**src/rtl/bkp_ctl_pkg.sv**
```systemverilog
package bkp_ctl_pkg;

    localparam int REG_W       = 32;
    localparam int POS_OSC_EN  = 0;
    localparam int POS_OSC_RDY = 1;
    localparam int POS_BYP     = 2;
    localparam int POS_SRC     = 8;
    localparam int POS_RTC_EN  = 15;
    localparam int POS_DOM_RST = 16;

    typedef enum logic [1:0] {
        SRC_NONE   = 2'b00,
        SRC_LS_EXT = 2'b01,
        SRC_LS_INT = 2'b10,
        SRC_HS_DIV = 2'b11
    } rtc_src_e;

    typedef enum logic [1:0] {
        ST_IDLE,
        ST_RECENT,
        ST_HOLD,
        ST_GRANT
    } acc_st_e;

    typedef struct packed {
        logic     dom_rst;
        logic     rtc_en;
        rtc_src_e src;
        logic     byp;
        logic     osc_en;
    } ctl_fields_t;

endpackage

```
**src/rtl/bkp_wait_fsm.sv**
```systemverilog
module bkp_wait_fsm
    import bkp_ctl_pkg::*;
#(
    parameter int WAIT_CYC = 3
) (
    input  logic clk,
    input  logic sys_rst_n,
    input  logic req,
    output logic ready
);

    localparam int CNT_W = (WAIT_CYC < 2) ? 1 : $clog2(WAIT_CYC + 1);
    localparam logic [CNT_W-1:0] CNT_LAST = CNT_W'(WAIT_CYC - 1);

    acc_st_e          state, state_nxt;
    logic [CNT_W-1:0] cnt, cnt_nxt;

    // state register
    always_ff @(posedge clk or negedge sys_rst_n) begin
        if (!sys_rst_n) begin
            state <= ST_IDLE;
            cnt   <= '0;
        end else begin
            state <= state_nxt;
            cnt   <= cnt_nxt;
        end
    end

    // next state
    always_comb begin
        state_nxt = state;
        cnt_nxt   = cnt;
        unique case (state)
            ST_IDLE: begin
                state_nxt = req ? ST_RECENT : ST_IDLE;
            end
            ST_RECENT: begin
                if (req) begin
                    if (WAIT_CYC > 1) begin
                        state_nxt = ST_HOLD;
                        cnt_nxt   = CNT_W'(1);
                    end else begin
                        state_nxt = ST_GRANT;
                    end
                end else begin
                    state_nxt = ST_IDLE;
                end
            end
            ST_HOLD: begin
                if (cnt == CNT_LAST) begin
                    state_nxt = ST_GRANT;
                end else begin
                    cnt_nxt = cnt + CNT_W'(1);
                end
            end
            ST_GRANT: begin
                state_nxt = req ? ST_RECENT : ST_IDLE;
            end
            default: state_nxt = ST_IDLE;
        endcase
    end

    // outputs
    always_comb begin
        unique case (state)
            ST_IDLE:   ready = 1'b1;
            ST_RECENT: ready = !req;
            ST_HOLD:   ready = 1'b0;
            ST_GRANT:  ready = 1'b1;
            default:   ready = 1'b1;
        endcase
    end

endmodule

```
**src/rtl/bkp_ctl_fields.sv**
```systemverilog
module bkp_ctl_fields
    import bkp_ctl_pkg::*;
#(
    parameter int N_LANES = REG_W / 8
) (
    input  logic               clk,
    input  logic               bkp_rst_n,
    input  logic [N_LANES-1:0] lane_we,
    input  logic [REG_W-1:0]   wdata,
    input  logic               unlock,
    output ctl_fields_t        q
);

    localparam int LANE_OSC = POS_OSC_EN / 8;
    localparam int LANE_RTC = POS_SRC / 8;
    localparam int LANE_DOM = POS_DOM_RST / 8;

    ctl_fields_t d;
    logic        dom_nxt;
    logic        hold;

    assign dom_nxt = lane_we[LANE_DOM] ? wdata[POS_DOM_RST] : q.dom_rst;
    assign hold    = q.dom_rst | dom_nxt;

    always_comb begin
        d         = q;
        d.dom_rst = dom_nxt;
        if (hold) begin
            d.osc_en = 1'b0;
            d.byp    = 1'b0;
            d.src    = SRC_NONE;
            d.rtc_en = 1'b0;
        end else begin
            if (lane_we[LANE_OSC] && unlock) begin
                if (!q.osc_en) begin
                    d.byp = wdata[POS_BYP];
                end
                d.osc_en = wdata[POS_OSC_EN];
            end
            if (lane_we[LANE_RTC] && unlock) begin
                d.rtc_en = wdata[POS_RTC_EN];
                if (q.src == SRC_NONE) begin
                    d.src = rtc_src_e'(wdata[POS_SRC+1:POS_SRC]);
                end
            end
        end
    end

    always_ff @(posedge clk or negedge bkp_rst_n) begin
        if (!bkp_rst_n) begin
            q <= '0;
        end else begin
            q <= d;
        end
    end

    logic unused_wbits;
    assign unused_wbits = ^{wdata[31:17], wdata[14:10], wdata[7:3], wdata[1], lane_we[N_LANES-1]};

endmodule

```
**src/rtl/bkp_ctl_reg.sv**
```systemverilog
module bkp_ctl_reg
    import bkp_ctl_pkg::*;
#(
    parameter int              ADDR_W     = 8,
    parameter logic [ADDR_W-1:0] REG_OFFSET = 8'h20,
    parameter int              WAIT_CYC   = 3
) (
    input  logic                 clk,
    input  logic                 bkp_rst_n,
    input  logic                 sys_rst_n,
    input  logic                 acc_req,
    input  logic                 acc_wr,
    input  logic [ADDR_W-1:0]    acc_addr,
    input  logic [REG_W/8-1:0]   acc_be,
    input  logic [REG_W-1:0]     acc_wdata,
    output logic [REG_W-1:0]     acc_rdata,
    output logic                 acc_ready,
    input  logic                 dom_access_en,
    input  logic                 osc_ready_in,
    output logic                 osc_enable,
    output logic                 osc_bypass,
    output logic [1:0]           rtc_sel,
    output logic                 rtc_clk_en,
    output logic                 domain_rst
);

    localparam int N_LANES = REG_W / 8;

    logic               hit;
    logic               wr_fire;
    logic [N_LANES-1:0] lane_we;
    ctl_fields_t        fld;
    logic [REG_W-1:0]   rd_word;

    assign hit     = (acc_addr == REG_OFFSET);
    assign wr_fire = acc_req & acc_ready & acc_wr & hit;

    for (genvar i = 0; i < N_LANES; i++) begin : g_lane
        assign lane_we[i] = wr_fire & acc_be[i];
    end

    bkp_wait_fsm #(.WAIT_CYC(WAIT_CYC)) u_wait (
        .clk       (clk),
        .sys_rst_n (sys_rst_n),
        .req       (acc_req),
        .ready     (acc_ready)
    );

    bkp_ctl_fields #(.N_LANES(N_LANES)) u_fields (
        .clk       (clk),
        .bkp_rst_n (bkp_rst_n),
        .lane_we   (lane_we),
        .wdata     (acc_wdata),
        .unlock    (dom_access_en),
        .q         (fld)
    );

    always_comb begin
        rd_word                          = '0;
        rd_word[POS_OSC_EN]              = fld.osc_en;
        rd_word[POS_OSC_RDY]             = osc_ready_in;
        rd_word[POS_BYP]                 = fld.byp;
        rd_word[POS_SRC+1:POS_SRC]       = fld.src;
        rd_word[POS_RTC_EN]              = fld.rtc_en;
        rd_word[POS_DOM_RST]             = fld.dom_rst;
    end

    assign acc_rdata  = hit ? rd_word : '0;
    assign osc_enable = fld.osc_en;
    assign osc_bypass = fld.byp;
    assign rtc_sel    = fld.src;
    assign rtc_clk_en = fld.rtc_en;
    assign domain_rst = fld.dom_rst;

endmodule

```
**config.mk**
```make
export PLATFORM = sky130hd
export DESIGN_NAME = bkp_ctl_reg
export DESIGN_NICKNAME = d
export VERILOG_FILES = /design/src/rtl/bkp_ctl_pkg.sv /design/src/rtl/bkp_wait_fsm.sv /design/src/rtl/bkp_ctl_fields.sv /design/src/rtl/bkp_ctl_reg.sv
export SDC_FILE = /design/constraint.sdc
export NUM_CORES = 1
export LEC_CHECK = 0
export BUFFER_PORTS_ARGS = -buffer_cell sky130_fd_sc_hd__buf_2
export CAP_MARGIN = 20
export CORE_AREA = 2 2 52 54
export DETAILED_ROUTE_END_ITERATION = 10
export DIE_AREA = 0 0 54 56
export GPL_TIMING_DRIVEN = 0
export PLACE_DENSITY = 0.81
export SYNTH_ARGS = -nofsm -noshare
export SYNTH_HDL_FRONTEND = slang
export SYNTH_SLANG_ARGS = --single-unit
export TNS_END_PERCENT = 10
```
**constraint.sdc**
```tcl
create_clock -name clk -period 4.9 [get_ports clk]
set_input_delay 0.245 -clock clk [delete_from_list [all_inputs] [get_ports clk]]
set_output_delay 0.245 -clock clk [all_outputs]
set_load 0.02 [all_outputs]
```
Yosys cells after proc, flatten, opt, wreduce, memory -nomap -nowiden --
Cells that the tools add are included.
Cells by class: reduce and logical (&&, ||, !) cells 13, add/sub/neg operators 1, equality and inequality tests 9, multiply operators 0, bitwise gates (word level) 7, $lt $le $gt $ge 0, shift-type cells 0, muxes and demuxes 15, div/mod/pow operators 0
Operators by type and width (number):
- 17-bit two-way mux | 1
- 2-bit two-way mux | 6
- 8-bit by 6-bit == test with 1-bit output, second input constant | 1
- 2-bit nonzero test | 4
- 1-bit AND | 6
- 2-bit == test, second input constant | 3
- 2-bit != test, second input constant | 3
- 2-bit one-hot mux with 3 select lines | 1
- 5-bit two-way mux | 1
- 2-bit zero test | 2
- 2-bit one-hot mux with 2 select lines | 1
- 2-bit AND reduction | 2
- 1-bit two-way mux | 3
- 3-bit two-way mux | 1
- 1-bit one-hot mux with 3 select lines | 1
- 3-bit AND reduction | 1
- 2-bit by 1-bit adder with 2-bit output, second input constant | 1
- 2-bit by 1-bit == test with 1-bit output, second input constant | 1
- 1-bit logical AND | 2
- 2-bit by 1-bit != test with 1-bit output, second input constant | 1
- 2-bit OR reduction | 1
- 1-bit zero test | 1
- 1-bit bitwise OR | 1
Word-level totals: memories kept 0, bits in registers 10, RAM bits 0, output and inout bits 39, input bits 51, latch bits 0, word-level logic and storage cells 52, ROM bits 0

Longest topological paths before layout --
Gate-level depths: netlist of run 1.
depth after elaboration 11, depth in mapped cells 7, mapped depth without buffers 6

By module --
Synthesis of run 1 repeated with hierarchy kept, for this count alone.
Second synthesis, totals: cell total of the unflattened synthesis 109, area total of the unflattened synthesis 965.9 µm²
Modules (own cells, without submodules):
- bkp_ctl_reg | seq. area each 0.0 µm², times used 1, cells each 52, area each 391.6 µm²
- bkp_wait_fsm | seq. area each 100.1 µm², times used 1, cells each 33, area each 314.1 µm²
- bkp_ctl_fields | seq. area each 150.1 µm², times used 1, cells each 24, area each 260.2 µm²

Worst setup path before layout of run 1 --
No wires, ideal clock.
path type input -> output, from input acc_addr[4], to output acc_rdata[8], cell stages on the path 2, required time 4.655 ns, path buffers 0, setup slack 3.301 ns, arrival 1.354 ns, path through or4b_4 -> nor3_1
Between the ends: word-level cells in the longest chain between the ends 2
RTL lines:
- start, declared | line bkp_ctl_reg.sv:13 | input logic [ADDR_W-1:0] acc_addr,
- 8-bit by 6-bit == test with 1-bit output | line bkp_ctl_reg.sv:35 | assign hit = (acc_addr == REG_OFFSET);
- 17-bit two-way mux | line bkp_ctl_reg.sv:68 | assign acc_rdata = hit ? rd_word : '0;
- end, declared | line bkp_ctl_reg.sv:16 | output logic [REG_W-1:0] acc_rdata,
Every way passes these cells.

Worst setup path after layout of run 1 --
from register u_wait.state[1], to output acc_ready
Between the ends: word-level cells in the longest chain between the ends 3, elaborated cells on any way between the ends 6, classes of those cells 3 x eq/ne; 1 x mux; 2 x reduce/logical
RTL lines:
- start, declared | line bkp_wait_fsm.sv:15 | acc_st_e state, state_nxt;
- start signal, assigned | line bkp_wait_fsm.sv:24 | state <= state_nxt;
- 2-bit == test / 2-bit zero test (equally long branches) | line bkp_wait_fsm.sv:65 | unique case (state)
- 2-bit OR reduction (no source line)
- 1-bit one-hot mux with 3 select lines (*) | line bkp_wait_fsm.sv:65
- end, declared | line bkp_ctl_reg.sv:17 | output logic acc_ready,
Every way passes the cells marked *; elsewhere a longest branch is shown, timed or not.

==> tab_implementation.tex, run 1 <==
\begin{tabular}{lr}
\hline
Metric & Value \\
\hline
\multicolumn{2}{l}{\textbf{Outcome}} \\
\quad Run status & finished, final reports clean \\
\multicolumn{2}{l}{\textbf{Timing}} \\
\quad Final total negative setup slack & 0 ps \\
\quad Final count of pins violating max slew & 0 \\
\quad Final critical-path share of the clock period & 0.369 \\
\quad Hold Violations, Final & 0 \\
\quad Setup repair after global routing missed its margin & no \\
\quad Final critical delay including setup and external delays & 1810 ps \\
\quad Setup violations, final & 0 \\
\quad Maximum clock skew at final layout & 2.63 ps \\
\quad Timing-limited maximum frequency & 0.553 GHz \\
\multicolumn{2}{l}{\textbf{Yosys}} \\
\quad Yosys top cell area share & 0.289 \\
\quad Count of synthesis-stage warnings from yosys & 0 \\
\quad Cell with the most instances after synthesis & sky130\_fd\_sc\_hd\_\_buf\_4 \\
\quad Synth top area cells & sky130\_fd\_sc\_hd\_\_dfrtp\_1 (29\%), sky130\_fd\_sc\_hd\_\_buf\_4 (22\%), sky130\_fd\_sc\_hd\_\_mux2i\_1 (4.6\%), sky130\_fd\_sc\_hd\_\_ha\_1 (4.3\%), sky130\_fd\_sc\_hd\_\_and2\_1 (3.6\%) \\
\quad Per-instance average area after synthesis & 8.93 um2 \\
\quad Most used DFF post-synth & sky130\_fd\_sc\_hd\_\_dfrtp\_1 \\
\quad Number of cells produced by synthesis & 97 \\
\quad Leading post-synthesis cells by instance count & sky130\_fd\_sc\_hd\_\_buf\_4 (25), sky130\_fd\_sc\_hd\_\_dfrtp\_1 (10), sky130\_fd\_sc\_hd\_\_nor2\_1 (8), sky130\_fd\_sc\_hd\_\_inv\_1 (6), sky130\_fd\_sc\_hd\_\_and2\_1 (5) \\
\quad Share of flip-flops with an asynchronous set or reset after synthesis & 1.00 \\
\quad Seq cells post-synth & 10 \\
\quad Number of synthesized flops with an enable pin & 0 \\
\quad Proportion of synthesized chip area in sequential cells & 0.289 \\
\quad Number of library cell types mapped by synthesis & 33 \\
\quad Cell area after technology mapping & 866 um2 \\
\quad Area leader, netlist & sky130\_fd\_sc\_hd\_\_dfrtp\_1 \\
\multicolumn{2}{l}{\textbf{Drt}} \\
\quad Total number of vias & 795 \\
\quad DRC errors left & 0 \\
\quad Routed wire length & 1840 um \\
\quad Vias per std cell & 4.10 \\
\quad Router iterations before antenna repair & 2 \\
\quad Detailed-route wire length per cell & 9.48 um \\
\quad Drt initial violations & 7 \\
\quad Remaining antenna violation count after routing & 0 \\
\multicolumn{2}{l}{\textbf{Global routing}} \\
\quad Global routing's busiest layer & met2 \\
\quad Grt met2 use & 0.209 \\
\quad GR met3 Demand/Resource & 0.0296 \\
\quad Via count of the first global-routing pass & 663 \\
\quad Aggregate global-route resource usage & 0.115 \\
\quad Global-route wire length before repair & 2680 um \\
\quad Global-route congestion overflow total & 0 \\
\quad Met1 Usage GRT & 0.122 \\
\quad Pin count of the biggest net entering global routing & 10 \\
\quad Number of antenna violations at the first check in global routing & 0 \\
\multicolumn{2}{l}{\textbf{Worst setup path}} \\
\quad Largest delay share family, worst path & flip-flops \\
\quad Arr. time, crit path & 1560 ps \\
\quad Sequence of cells on the critical path & inv\_1 -> ha\_1 -> nor2b\_1 -> a21o\_1 -> buf\_2 \\
\quad Required @ worst endpoint & 4660 ps \\
\quad Slowest cell on crit path & sky130\_fd\_sc\_hd\_\_dfrtp\_1 \\
\quad Largest fanout on the critical path & 6 \\
\quad Worst setup SP type & flop \\
\quad WS Path Type & reg -> out \\
\quad Worst Path Buf+Inv & 2 \\
\quad Kind of end point of the critical path & primary output \\
\quad Delay of the slowest critical-path stage & 400 ps \\
\multicolumn{2}{l}{\textbf{Clocking}} \\
\quad Number of buffers created by CTS & 3 \\
\quad Clock network latency to the later pin of the worst-skew pair & 270 ps \\
\quad Count of instances resized after the clock tree is built & 0 \\
\quad TritonCTS clock tree & built \\
\quad Hold bufs inserted after CTS & 2 \\
\quad Htree depth & 1 \\
\quad Clock transition at path regs & 70 ps \\
\quad Total clock sinks & 10 \\
\quad Setup Buffers After CTS & 0 \\
\quad Max Buffers Root-to-Sink & 2 \\
\quad Clk Tree Root Cell & sky130\_fd\_sc\_hd\_\_clkbuf\_4 \\
\multicolumn{2}{l}{\textbf{Worst hold path}} \\
\quad Hold crit path type & in -> reg \\
\multicolumn{2}{l}{\textbf{Power}} \\
\quad Power density over cell area & 299 mW/mm2 \\
\quad Switching Power & 0.000145 W \\
\quad Sw Ratio & 0.394 \\
\quad Portion of total power attributed to sequential cells & 0.298 \\
\quad Maximum ir drop on the vdd rail & 0.257 mV \\
\quad Combinational Power Share & 0.495 \\
\quad Power Total & 0.000369 W \\
\quad Internal power of the cells & 0.000223 W \\
\quad Leakage power total & 0.710 nW \\
\quad Clock group share of total power & 0.207 \\
\multicolumn{2}{l}{\textbf{Floorplan}} \\
\quad Die Wd & 54 um \\
\quad Die outline height & 56 um \\
\quad Starting Density & 0.356 \\
\quad Top-level I/O count & 90 \\
\quad CORE AREA & 0.00243 mm2 \\
\quad Cell row count & 18 \\
\quad Die ar. & 0.00302 mm2 \\
\multicolumn{2}{l}{\textbf{Cells and area}} \\
\quad Relative area change from synthesis to final layout & 42.6\% \\
\quad Number of inserted filler cells in the final layout & 238 \\
\quad Post-Route Utilization & 0.508 \\
\quad Combined flip-flop and latch cell area & 250 um2 \\
\quad Number of antenna repair diodes & 0 \\
\quad Count of nets after finishing & 219 \\
\quad Share of layout cells above drive strength 1 & 0.457 \\
\quad Combined area of the multi-input logic cells & 488 um2 \\
\multicolumn{2}{l}{\textbf{Placement}} \\
\quad PortBufs & 37 \\
\quad Weighted congestion reported at the end of routability-driven placement & 0.692 \\
\quad HPWL after DPL & 1570 um \\
\multicolumn{2}{l}{\textbf{Job}} \\
\quad Maxcap violations & 0 \\
\hline
\end{tabular}
[metal layers]
metal  vias up  part of all wire
li1        419                 -
met1       331              0.39
met2        45              0.46
met3         0              0.15
met4         0                 0
met5         -                 0
[cell usage in the layout (no fill, tap or decap)]
cell type | synthesis | layout
sky130_fd_sc_hd__buf_4 | 25 | 25
sky130_fd_sc_hd__ha_1 | 3 | 3
sky130_fd_sc_hd__mux2_2 | 1 | 1
sky130_fd_sc_hd__a22o_1 | 1 | 1
sky130_fd_sc_hd__buf_2 | 0 | 37
sky130_fd_sc_hd__nor2b_1 | 1 | 1
sky130_fd_sc_hd__nor3b_1 | 1 | 1
sky130_fd_sc_hd__a21bo_2 | 1 | 1
sky130_fd_sc_hd__a21o_1 | 1 | 1
sky130_fd_sc_hd__a31oi_1 | 3 | 3
sky130_fd_sc_hd__a22oi_1 | 1 | 1
sky130_fd_sc_hd__inv_1 | 6 | 6
sky130_fd_sc_hd__nor2_4 | 1 | 1
sky130_fd_sc_hd__nor4_2 | 1 | 1
sky130_fd_sc_hd__nand2_1 | 2 | 2
sky130_fd_sc_hd__clkbuf_1 | 2 | 2
sky130_fd_sc_hd__nand3_1 | 2 | 2
sky130_fd_sc_hd__or4_4 | 1 | 1
sky130_fd_sc_hd__dlygate4sd3_1 | 0 | 2
sky130_fd_sc_hd__mux2i_1 | 4 | 4
sky130_fd_sc_hd__nor2_2 | 1 | 1
sky130_fd_sc_hd__nor2_1 | 8 | 8
sky130_fd_sc_hd__and2_1 | 5 | 5
sky130_fd_sc_hd__a211oi_1 | 1 | 1
sky130_fd_sc_hd__clkbuf_8 | 0 | 1
sky130_fd_sc_hd__or4b_4 | 1 | 1
sky130_fd_sc_hd__a21oi_1 | 4 | 4
sky130_fd_sc_hd__o21ai_0 | 1 | 1
sky130_fd_sc_hd__conb_1 | 1 | 25
sky130_fd_sc_hd__clkbuf_4 | 0 | 3
sky130_fd_sc_hd__and4_1 | 1 | 1
sky130_fd_sc_hd__nor4_4 | 1 | 1
sky130_fd_sc_hd__a41o_2 | 1 | 1
sky130_fd_sc_hd__nand4b_1 | 1 | 1
sky130_fd_sc_hd__dfrtp_1 | 10 | 10
sky130_fd_sc_hd__nor3_1 | 3 | 3
sky130_fd_sc_hd__o21a_1 | 1 | 1
[path summary, 6_finish.rpt]
path | start | end | slack (ps) | cells past startpoint
max | u_wait.state[1] | acc_ready | 3090 | 5
min | acc_wdata[16] | u_fields.q[5] | 210 | 2
max reg2reg | u_wait.state[0] | u_fields.q[4] | 3140 | 6
min reg2reg | u_fields.q[2] | u_fields.q[2] | 530 | 2
max in group asynchronous | bkp_rst_n | u_fields.q[4] | 4430 | 2
min in group asynchronous | sys_rst_n | u_wait.state[0] | 300 | 2
[kinds of logic after synthesis]
group	after synthesis	synth area share
AND/OR/NAND/NOR	30	0.233
other	1	0.00433
adder cells (fa/ha/maj)	3	0.0434
flip-flops	10	0.289
AO/OA/AOI/OAI	15	0.120
multiplexers	5	0.0592
buffers and inverters	33	0.251
[registers in the layout, summed over array words and instances, names as in the netlist]
register and count:
u_wait.state 2, u_fields.q 6, u_wait.cnt 2
[power groups by stage]
stage	Combinational [W]	Sequential [W]	Clock, W
2_1_floorplan	0.000143	0.000109	0
3_3_place_gp	0.000176	0.000111	0
3_5_place_dp	0.000180	0.000112	0
4_1_cts	0.000183	0.000110	0.0000792
5_1_grt	0.000204	0.000112	0.0000830
6_report	0.000182	0.000110	0.0000765
[final cells by class]
type / instances / area share
multi-input combinational: 78 / 0.395
sequential: 10 / 0.203
timing repair buffer: 39 / 0.166
inverter: 6 / 0.0182
buffer: 27 / 0.158
clock buffer: 4 / 0.0294
tap: 30 / 0.0304
[per-stage QoR]
step | setup slack (ps) | cells | hold WS (ps) | area (um2)
2_1_floorplan | 3300 | 121 | -50.6 | 956
3_3_place_gp | 3130 | 188 | 53.8 | 1180
3_5_place_dp | 3140 | 188 | 54.2 | 1180
4_1_cts | 3080 | 194 | 208 | 1230
5_1_grt | 2960 | 194 | 212 | 1230
6_report | 3090 | 194 | 208 | 1230
[worst reg2reg max path, cell delays in order, from the launching register on]
cell and delay (ps):
sky130_fd_sc_hd__dfrtp_1 370, sky130_fd_sc_hd__inv_1 50, sky130_fd_sc_hd__ha_1 320, sky130_fd_sc_hd__nand4b_1 230, sky130_fd_sc_hd__nor4_4 370, sky130_fd_sc_hd__mux2i_1 250, sky130_fd_sc_hd__nor2_2 40
No activity file was read; power rests on OpenSTA's default activity.
==> run 2: changes to the inputs <==
--- a/config.mk
+++ b/config.mk
@@ -7,11 +7,11 @@
 export LEC_CHECK = 0
 export BUFFER_PORTS_ARGS = -buffer_cell sky130_fd_sc_hd__buf_2
 export CAP_MARGIN = 20
-export CORE_AREA = 2 2 52 54
+export CORE_AREA = 2 2 56 58
 export DETAILED_ROUTE_END_ITERATION = 10
-export DIE_AREA = 0 0 54 56
+export DIE_AREA = 0 0 58 60
 export GPL_TIMING_DRIVEN = 0
-export PLACE_DENSITY = 0.81
+export PLACE_DENSITY = 0.74
 export SYNTH_ARGS = -nofsm -noshare
 export SYNTH_HDL_FRONTEND = slang
 export SYNTH_SLANG_ARGS = --single-unit
==> constraint.sdc (replaced) <==
create_clock -name clk -period 1.5 [get_ports clk]
set_input_delay 0.075 -clock clk [delete_from_list [all_inputs] [get_ports clk]]
set_output_delay 0.075 -clock clk [all_outputs]
set_load 0.02 [all_outputs]
==> run 2 against run 1 <==
Net effect:
- clock skew increased by 6.1 ps
- wire length decreased by 2.3%
- the run now ends with negative setup slack left
- sequential power increased to 3.3 times the previous value
- cell area increased by 1.0%
- die area increased by 15%
- non-clock buffer count unchanged
- via count decreased by 0.13%
- setup slack got worse by 3300 ps
- clock-buffer cell count unchanged
- worst hold slack got worse by 170 ps
- critical path depth unchanged
==> tab_implementation.tex, run 2 (synthesis gave the netlist of run 1 again) <==
\begin{tabular}{lr}
\hline
Metric & Value \\
\hline
\multicolumn{2}{l}{\textbf{Timing}} \\
\quad Final critical delay including setup and external delays & 1700 ps \\
\quad Final critical-path share of the clock period & 1.13 \\
\quad Maximum clock skew at final layout & 8.74 ps (+6.11 ps) \\
\quad Setup violations, final & 8 (+8) \\
\quad Final count of pins violating max slew & 0 (unchanged) \\
\quad Least setup slack across all paths after layout & -199 ps (-3290 ps) \\
\quad Timing-limited maximum frequency & 0.588 GHz \\
\quad Hold Violations, Final & 0 (unchanged) \\
\quad Setup repair after global routing missed its margin & yes \\
\multicolumn{2}{l}{\textbf{Power}} \\
\quad Maximum ir drop on the vdd rail & 0.587 mV (+130\%) \\
\quad Leakage power total & 0.716 nW (+0.87\%) \\
\quad Power density over cell area & 970 mW/mm2 (+230\%) \\
\multicolumn{2}{l}{\textbf{Clocking}} \\
\quad TritonCTS clock tree & built \\
\quad Max Buffers Root-to-Sink & 2 (unchanged) \\
\quad Total clock sinks & 10 (unchanged) \\
\quad Clock transition at path regs & 80 ps (about the same) \\
\quad Htree depth & 1 (unchanged) \\
\quad Clock network latency to the later pin of the worst-skew pair & 270 ps (about the same) \\
\quad Setup Buffers After CTS & 0 (unchanged) \\
\quad Clk Tree Root Cell & sky130\_fd\_sc\_hd\_\_clkbuf\_4 \\
\quad Number of buffers created by CTS & 3 (unchanged) \\
\multicolumn{2}{l}{\textbf{Outcome}} \\
\quad Failing checks & negative setup slack \\
\quad Run status & finished, violations left \\
\multicolumn{2}{l}{\textbf{Drt}} \\
\quad Router iterations before antenna repair & 2 (unchanged) \\
\quad Vias per std cell & 4.03 (-1.6\%) \\
\quad DRC errors left & 0 (unchanged) \\
\quad Drt initial violations & 11 (+4) \\
\quad Total number of vias & 794 (-0.13\%) \\
\quad Routed wire length & 1800 um (-2.3\%) \\
\quad Remaining antenna violation count after routing & 0 (unchanged) \\
\quad Detailed-route wire length per cell & 9.12 um (-3.8\%) \\
\multicolumn{2}{l}{\textbf{Worst setup path}} \\
\quad Worst setup SP type & flop \\
\quad WS Path Type & reg -> reg \\
\quad Arr. time, crit path & 1860 ps (+300 ps) \\
\quad Required @ worst endpoint & 1660 ps (-3000 ps) \\
\quad Largest fanout on the critical path & 6 (unchanged) \\
\quad Critical path origin & u\_wait.state[0] \\
\quad Kind of end point of the critical path & flop \\
\quad Launch instance of the worst register-to-register path & u\_wait.state[0] \\
\multicolumn{2}{l}{\textbf{Global routing}} \\
\quad Global routing's busiest layer & met2 \\
\quad Global-route congestion overflow total & 0 (unchanged) \\
\quad Pin count of the biggest net entering global routing & 10 (unchanged) \\
\quad Met1 Usage GRT & 0.125 (+0.00302) \\
\quad GR met3 Demand/Resource & 0.0152 (-0.0144) \\
\quad Via count of the first global-routing pass & 664 (+0.15\%) \\
\quad Global-route wire length before repair & 2770 um (+3.3\%) \\
\quad Number of antenna violations at the first check in global routing & 0 (unchanged) \\
\quad Grt met2 use & 0.172 (-0.0370) \\
\quad Aggregate global-route resource usage & 0.107 (-0.00867) \\
\multicolumn{2}{l}{\textbf{Cells and area}} \\
\quad Combined flip-flop and latch cell area & 250 um2 (unchanged) \\
\quad Most flop-heavy register & u\_fields.q \\
\quad Number of antenna repair diodes & 0 (unchanged) \\
\quad Final Cell Area & 0.00125 mm2 (+1.0\%) \\
\quad Combined area of the multi-input logic cells & 495 um2 (+1.5\%) \\
\quad Most frequent standard cell in the layout excluding fill and tap cells & sky130\_fd\_sc\_hd\_\_buf\_2 \\
\quad Regs by FF count & u\_fields.q: 6 flops, u\_wait.cnt: 2 flops, u\_wait.state: 2 flops \\
\quad Relative area change from synthesis to final layout & 44.1\% \\
\quad Count of nets after finishing & 219 (unchanged) \\
\quad Flip-flop count of the largest register, all copies and words added & 6 (unchanged) \\
\quad Share of layout cells above drive strength 1 & 0.476 (+0.0183) \\
\quad Number of inserted filler cells in the final layout & 300 (+26\%) \\
\quad Most used cells in the layout excluding fill and tap cells & sky130\_fd\_sc\_hd\_\_buf\_2 (38), sky130\_fd\_sc\_hd\_\_buf\_4 (25), sky130\_fd\_sc\_hd\_\_conb\_1 (25) \\
\multicolumn{2}{l}{\textbf{Placement}} \\
\quad Worst-case setup slack after placement & -164 ps (-3300 ps) \\
\quad Weighted congestion reported at the end of routability-driven placement & 0.774 (+12\%) \\
\quad PortBufs & 37 (unchanged) \\
\quad Placement-stage cell area & 0.00118 mm2 (+0.32\%) \\
\quad HPWL after DPL & 1520 um (-3.4\%) \\
\multicolumn{2}{l}{\textbf{Floorplan}} \\
\quad Top-level I/O count & 90 (unchanged) \\
\quad CORE AREA & 0.00290 mm2 (+19\%) \\
\quad Die Wd & 58 um (+7.4\%) \\
\quad Die ar. & 0.00348 mm2 (+15\%) \\
\quad Starting Density & 0.298 (-0.0577) \\
\quad Cell row count & 20 (+2) \\
\quad Die outline height & 60 um (+7.1\%) \\
\multicolumn{2}{l}{\textbf{Worst hold path}} \\
\quad Hold Startpoint & acc\_wdata[16] \\
\quad Hold crit path type & in -> reg \\
\multicolumn{2}{l}{\textbf{Job}} \\
\quad Maxcap violations & 0 (unchanged) \\
\hline
\end{tabular}
-- run 2: changes by cell type in the layout (fill, tap and decap cells not counted) --
cell / before / now
sky130_fd_sc_hd__clkbuf_1: 2 / 1
sky130_fd_sc_hd__nor3_1: 3 / 2
sky130_fd_sc_hd__nor2b_1: 1 / 0
sky130_fd_sc_hd__buf_2: 37 / 38
sky130_fd_sc_hd__nor2b_2: 0 / 1
sky130_fd_sc_hd__nor3_2: 0 / 1
-- run 2: cell type report --
class	count	area share
multi-input combinational	78	0.397
buffer	27	0.157
timing repair buffer	39	0.164
clock buffer	4	0.0291
sequential	10	0.201
tap	33	0.0331
inverter	6	0.0181
-- run 2: repair_timing --
action,CTS,global route
hold endpoints to repair,10,0
endpoints found under the setup margin,9,9
cloned,0,0
hold buffers,2,0
resized for setup,2,2
pin swaps,0,1
-- run 2: where the power goes --
group,internal (W),leakage [nW],total [W],switching (W)
sequential,0.000319,0.132,0.000360,0.0000402
clock,0.000148,0.0210,0.000251,0.000103
combinational,0.000266,0.563,0.000600,0.000334
total,0.000733,0.716,0.00121,0.000478
-- run 2: path summary, 6_finish.rpt --
kind	cells past startpoint	slack (ps)	end
worst min-delay path	2	40	u_fields.q[5]
worst max register to register	5	-200	u_fields.q[4]
max in group asynchronous	2	1200	u_fields.q[4]
min in group asynchronous	2	130	u_wait.cnt[1]
worst max-delay path	5	-200	u_fields.q[4]
worst min register to register	2	510	u_fields.q[2]
-- run 2: metrics by stage --
step / std cells / TNS, ps / utilization / hold WS [ps] / total power, W
finish: 197 / -669 / 0.430 / 40.8 / 0.00121
global route: 197 / -1730 / 0.430 / 67.0 / 0.00130
CTS: 197 / -746 / 0.428 / 36.0 / 0.00122
detailed placement: 191 / -561 / 0.407 / -110 / 0.000955
global placement: 191 / -566 / 0.407 / -111 / 0.000941
floorplan: 121 / -5.72 / - / -221 / 0.000826
-- run 2: layer usage --
metal | wire [um] | up-vias
li1 | - | 418
met3 | 142 | 4
met1 | 765 | 334
met4 | 57 | 0
met2 | 832 | 38
met5 | 0 | -
-- run 2: critical path: stages, from the launching register on --
cell and delay (ps):
sky130_fd_sc_hd__dfrtp_1 400, sky130_fd_sc_hd__ha_1 270, sky130_fd_sc_hd__nand4b_1 330, sky130_fd_sc_hd__nor4_4 280
sky130_fd_sc_hd__mux2i_1 270, sky130_fd_sc_hd__nor2_2 40
==> run 3: changes to the inputs <==
--- a/config.mk
+++ b/config.mk
@@ -5,13 +5,14 @@
 export SDC_FILE = /design/constraint.sdc
 export NUM_CORES = 1
 export LEC_CHECK = 0
-export BUFFER_PORTS_ARGS = -buffer_cell sky130_fd_sc_hd__buf_2
 export CAP_MARGIN = 20
-export CORE_AREA = 2 2 56 58
+export CORE_AREA = 2 2 45 47
 export DETAILED_ROUTE_END_ITERATION = 10
-export DIE_AREA = 0 0 58 60
+export DIE_AREA = 0 0 47 49
+export DONT_BUFFER_PORTS = 1
 export GPL_TIMING_DRIVEN = 0
-export PLACE_DENSITY = 0.74
+export PLACE_DENSITY = 0.65
+export SETUP_SLACK_MARGIN = 0.4
 export SYNTH_ARGS = -nofsm -noshare
 export SYNTH_HDL_FRONTEND = slang
 export SYNTH_SLANG_ARGS = --single-unit
==> run 3 against run 2 <==
Net effect:
- the run still ends with negative setup slack left
- fmax rose by 0.98%
- via count shrank 14%
- first-iteration DRC count down 64%
- power decreased by 4.8%
- largest power group unchanged
- die area down 34%
- clock power fell by 30%
- critical path depth rose by 1
- worst hold slack worse by 40 ps
- critical path type unchanged
- sequential share of layout area rose by 1.7 points
- register-to-register slack better by 20 ps
- sequential cell count is the same
==> tab_implementation.tex, run 3 (synthesis gave the netlist of run 1 again) <==
\begin{tabular}{lr}
\hline
Metric & Value \\
\hline
\multicolumn{2}{l}{\textbf{Global routing}} \\
\quad Via count of the first global-routing pass & 635 (-4.4\%) \\
\quad Global-route wire length before repair & 2750 um (-0.72\%) \\
\quad Aggregate global-route resource usage & 0.163 (+0.0562) \\
\quad Global-route congestion overflow total & 0 (unchanged) \\
\quad Number of antenna violations at the first check in global routing & 0 (unchanged) \\
\quad Pin count of the biggest net entering global routing & 10 (unchanged) \\
\multicolumn{2}{l}{\textbf{Worst setup path}} \\
\quad R2R setup slack & -180 ps (+20 ps) \\
\quad Largest delay share family, worst path & simple AND/OR/NAND/NOR gates \\
\quad Kind of end point of the critical path & flop \\
\quad Required @ worst endpoint & 1650 ps (about the same) \\
\quad Worst Path Buf+Inv & 1 (+1) \\
\quad Worst setup SP type & flop \\
\quad Largest fanout on the critical path & 6 (unchanged) \\
\quad WS Path Type & reg -> reg \\
\quad Slowest cell on crit path & sky130\_fd\_sc\_hd\_\_dfrtp\_1 \\
\quad Delay of the slowest critical-path stage & 400 ps (about the same) \\
\quad Worst r2r path cells & 6 (+1) \\
\quad Arr. time, crit path & 1830 ps (-30 ps) \\
\quad Crit path depth & 6 (+1) \\
\quad Sequence of cells on the critical path & inv\_1 -> ha\_2 -> nand4b\_1 -> nor4\_4 -> mux2i\_1 -> nor2\_2 \\
\multicolumn{2}{l}{\textbf{Power}} \\
\quad Leakage power total & 0.575 nW (-20\%) \\
\quad Maximum ir drop on the vdd rail & 0.470 mV (-20\%) \\
\quad Combinational Power Share & 0.531 (+0.035) \\
\quad Power density over cell area & 1000 mW/mm2 (+3.0\%) \\
\quad Switching Power & 0.000462 W (-3.4\%) \\
\quad Sw Ratio & 0.401 (+0.00584) \\
\quad Internal power of the cells & 0.000690 W (-5.8\%) \\
\quad Clock group share of total power & 0.152 (-0.055) \\
\quad Portion of total power attributed to sequential cells & 0.317 (+0.020) \\
\multicolumn{2}{l}{\textbf{Drt}} \\
\quad DRC errors left & 0 (unchanged) \\
\quad Routed wire length & 1770 um (-1.8\%) \\
\quad Remaining antenna violation count after routing & 0 (unchanged) \\
\quad Router iterations before antenna repair & 4 (+2) \\
\quad Drt initial violations & 4 (-7) \\
\quad Detailed-route wire length per cell & 11.1 um (+22\%) \\
\quad Total number of vias & 685 (-14\%) \\
\quad Vias per std cell & 4.31 (+6.9\%) \\
\multicolumn{2}{l}{\textbf{Placement}} \\
\quad Weighted congestion reported at the end of routability-driven placement & 0.762 (-1.6\%) \\
\quad Worst-case setup slack after placement & -175 ps (-11.3 ps) \\
\quad PortBufs & 0 (-100\%) \\
\quad Placement-stage cell area & 0.00100 mm2 (-15\%) \\
\quad HPWL after DPL & 1380 um (-9.3\%) \\
\multicolumn{2}{l}{\textbf{Worst hold path}} \\
\quad Instance count along the most critical hold path & 2 (unchanged) \\
\quad Hold crit path type & in -> reg \\
\multicolumn{2}{l}{\textbf{Floorplan}} \\
\quad Die Wd & 47 um (-19\%) \\
\quad Top-level I/O count & 90 (unchanged) \\
\quad CORE AREA & 0.00184 mm2 (-37\%) \\
\quad Cell row count & 16 (-20\%) \\
\quad Starting Density & 0.470 (+0.172) \\
\quad Die outline height & 49 um (-18\%) \\
\quad Die ar. & 0.00230 mm2 (-34\%) \\
\multicolumn{2}{l}{\textbf{Cells and area}} \\
\quad Most used cells in the layout excluding fill and tap cells & sky130\_fd\_sc\_hd\_\_buf\_4 (25), sky130\_fd\_sc\_hd\_\_conb\_1 (25), sky130\_fd\_sc\_hd\_\_dfrtp\_1 (10) \\
\quad Flip-flop count of the largest register, all copies and words added & 6 (unchanged) \\
\quad Number of antenna repair diodes & 0 (unchanged) \\
\quad Count of nets after finishing & 188 (-14\%) \\
\quad Most flop-heavy register & u\_fields.q \\
\quad Final Cell Area & 0.00115 mm2 (-7.6\%) \\
\quad Relative area change from synthesis to final layout & 33.1\% \\
\quad Regs by FF count & u\_fields.q: 6 flops, u\_wait.cnt: 2 flops, u\_wait.state: 2 flops \\
\quad Share of layout cells above drive strength 1 & 0.371 (-0.104) \\
\quad Post-Route Utilization & 0.626 (+0.196) \\
\multicolumn{2}{l}{\textbf{Timing}} \\
\quad Setup violations, final & 7 (-1) \\
\quad Final critical delay including setup and external delays & 1680 ps (-16.5 ps) \\
\quad Final critical-path share of the clock period & 1.12 (-0.0110) \\
\quad Setup repair after global routing missed its margin & yes \\
\quad Hold Violations, Final & 0 (unchanged) \\
\quad Maximum clock skew at final layout & 1.59 ps (-7.15 ps) \\
\quad Final count of pins violating max slew & 0 (unchanged) \\
\quad Timing-limited maximum frequency & 0.594 GHz (+0.98\%) \\
\quad Least setup slack across all paths after layout & -183 ps (+16.5 ps) \\
\multicolumn{2}{l}{\textbf{Outcome}} \\
\quad Failing checks & negative setup slack \\
\quad Run status & finished, violations left \\
\multicolumn{2}{l}{\textbf{Clocking}} \\
\quad Clock transition at path regs & 60 ps (-20 ps) \\
\quad Number of buffers created by CTS & 3 (unchanged) \\
\quad Total clock sinks & 10 (unchanged) \\
\quad Clk Tree Root Cell & sky130\_fd\_sc\_hd\_\_clkbuf\_4 \\
\quad Htree depth & 1 (unchanged) \\
\quad TritonCTS clock tree & built \\
\quad Clock network latency to the later pin of the worst-skew pair & 260 ps (about the same) \\
\quad Setup Buffers After CTS & 0 (unchanged) \\
\quad Max Buffers Root-to-Sink & 2 (unchanged) \\
\multicolumn{2}{l}{\textbf{Job}} \\
\quad Maxcap violations & 0 (unchanged) \\
\hline
\end{tabular}
## run 3: cell types whose count changed in the layout (fill, tap and decap cells not counted), sizes merged
cell	delta
buf	-38
dlygate4sd3	+6
## run 3: what timing repair did
item                                    4_1_cts  5_1_grt
hold endpoints to repair                     15        0
endpoints found under the setup margin       18       18
hold buffers                                  8        0
pin swaps                                     3        1
gates resized for setup                      14        3
## run 3: final timing paths
| path | start | end |
|---|---|---|
| max | u_wait.state[1] | u_fields.q[4] |
| min | acc_wdata[8] | u_fields.q[2] |
| max reg2reg | u_wait.state[1] | u_fields.q[4] |
| min reg2reg | u_wait.cnt[0] | u_wait.cnt[0] |
| max in group asynchronous | bkp_rst_n | u_fields.q[5] |
| min in group asynchronous | sys_rst_n | u_wait.cnt[1] |
## run 3: final cells by class
class / count / area [um2]
plain buffers: 27 / 206
clock buffers: 3 / 22.5
fillers: 171 / 689
inverters: 6 / 22.5
multi-input cells: 78 / 537
flip-flops and latches: 10 / 250
well taps: 27 / 33.8
repair buffers: 8 / 80.1
## run 3: layer usage
metal  vias to the layer above  track usage  wire, um
li1                        350            -         -
met1                       308        0.211       675
met2                        27        0.256       941
met3                         0       0.0444       148
met4                         0       0.0556         0
met5                         -            0         0
## run 3: stage by stage
step	hold slack [ps]	total power, W	std cells	TNS, ps
floorplan	-221	0.000854	121	-0.607
global placement	-220	0.000915	148	-517
detailed placement	-220	0.000932	148	-657
CTS	0.669	0.00115	159	-805
global route	3.92	0.00124	159	-1590
finish	1.23	0.00115	159	-694
## run 3: power groups by stage
stage / Sequential (W) / Clock [W] / Combinational, W
5_1_grt: 0.000372 / 0.000193 / 0.000676
4_1_cts: 0.000366 / 0.000178 / 0.000603
3_5_place_dp: 0.000372 / 0 / 0.000560
6_report: 0.000366 / 0.000175 / 0.000611
3_3_place_gp: 0.000368 / 0 / 0.000547
2_1_floorplan: 0.000362 / 0 / 0.000492
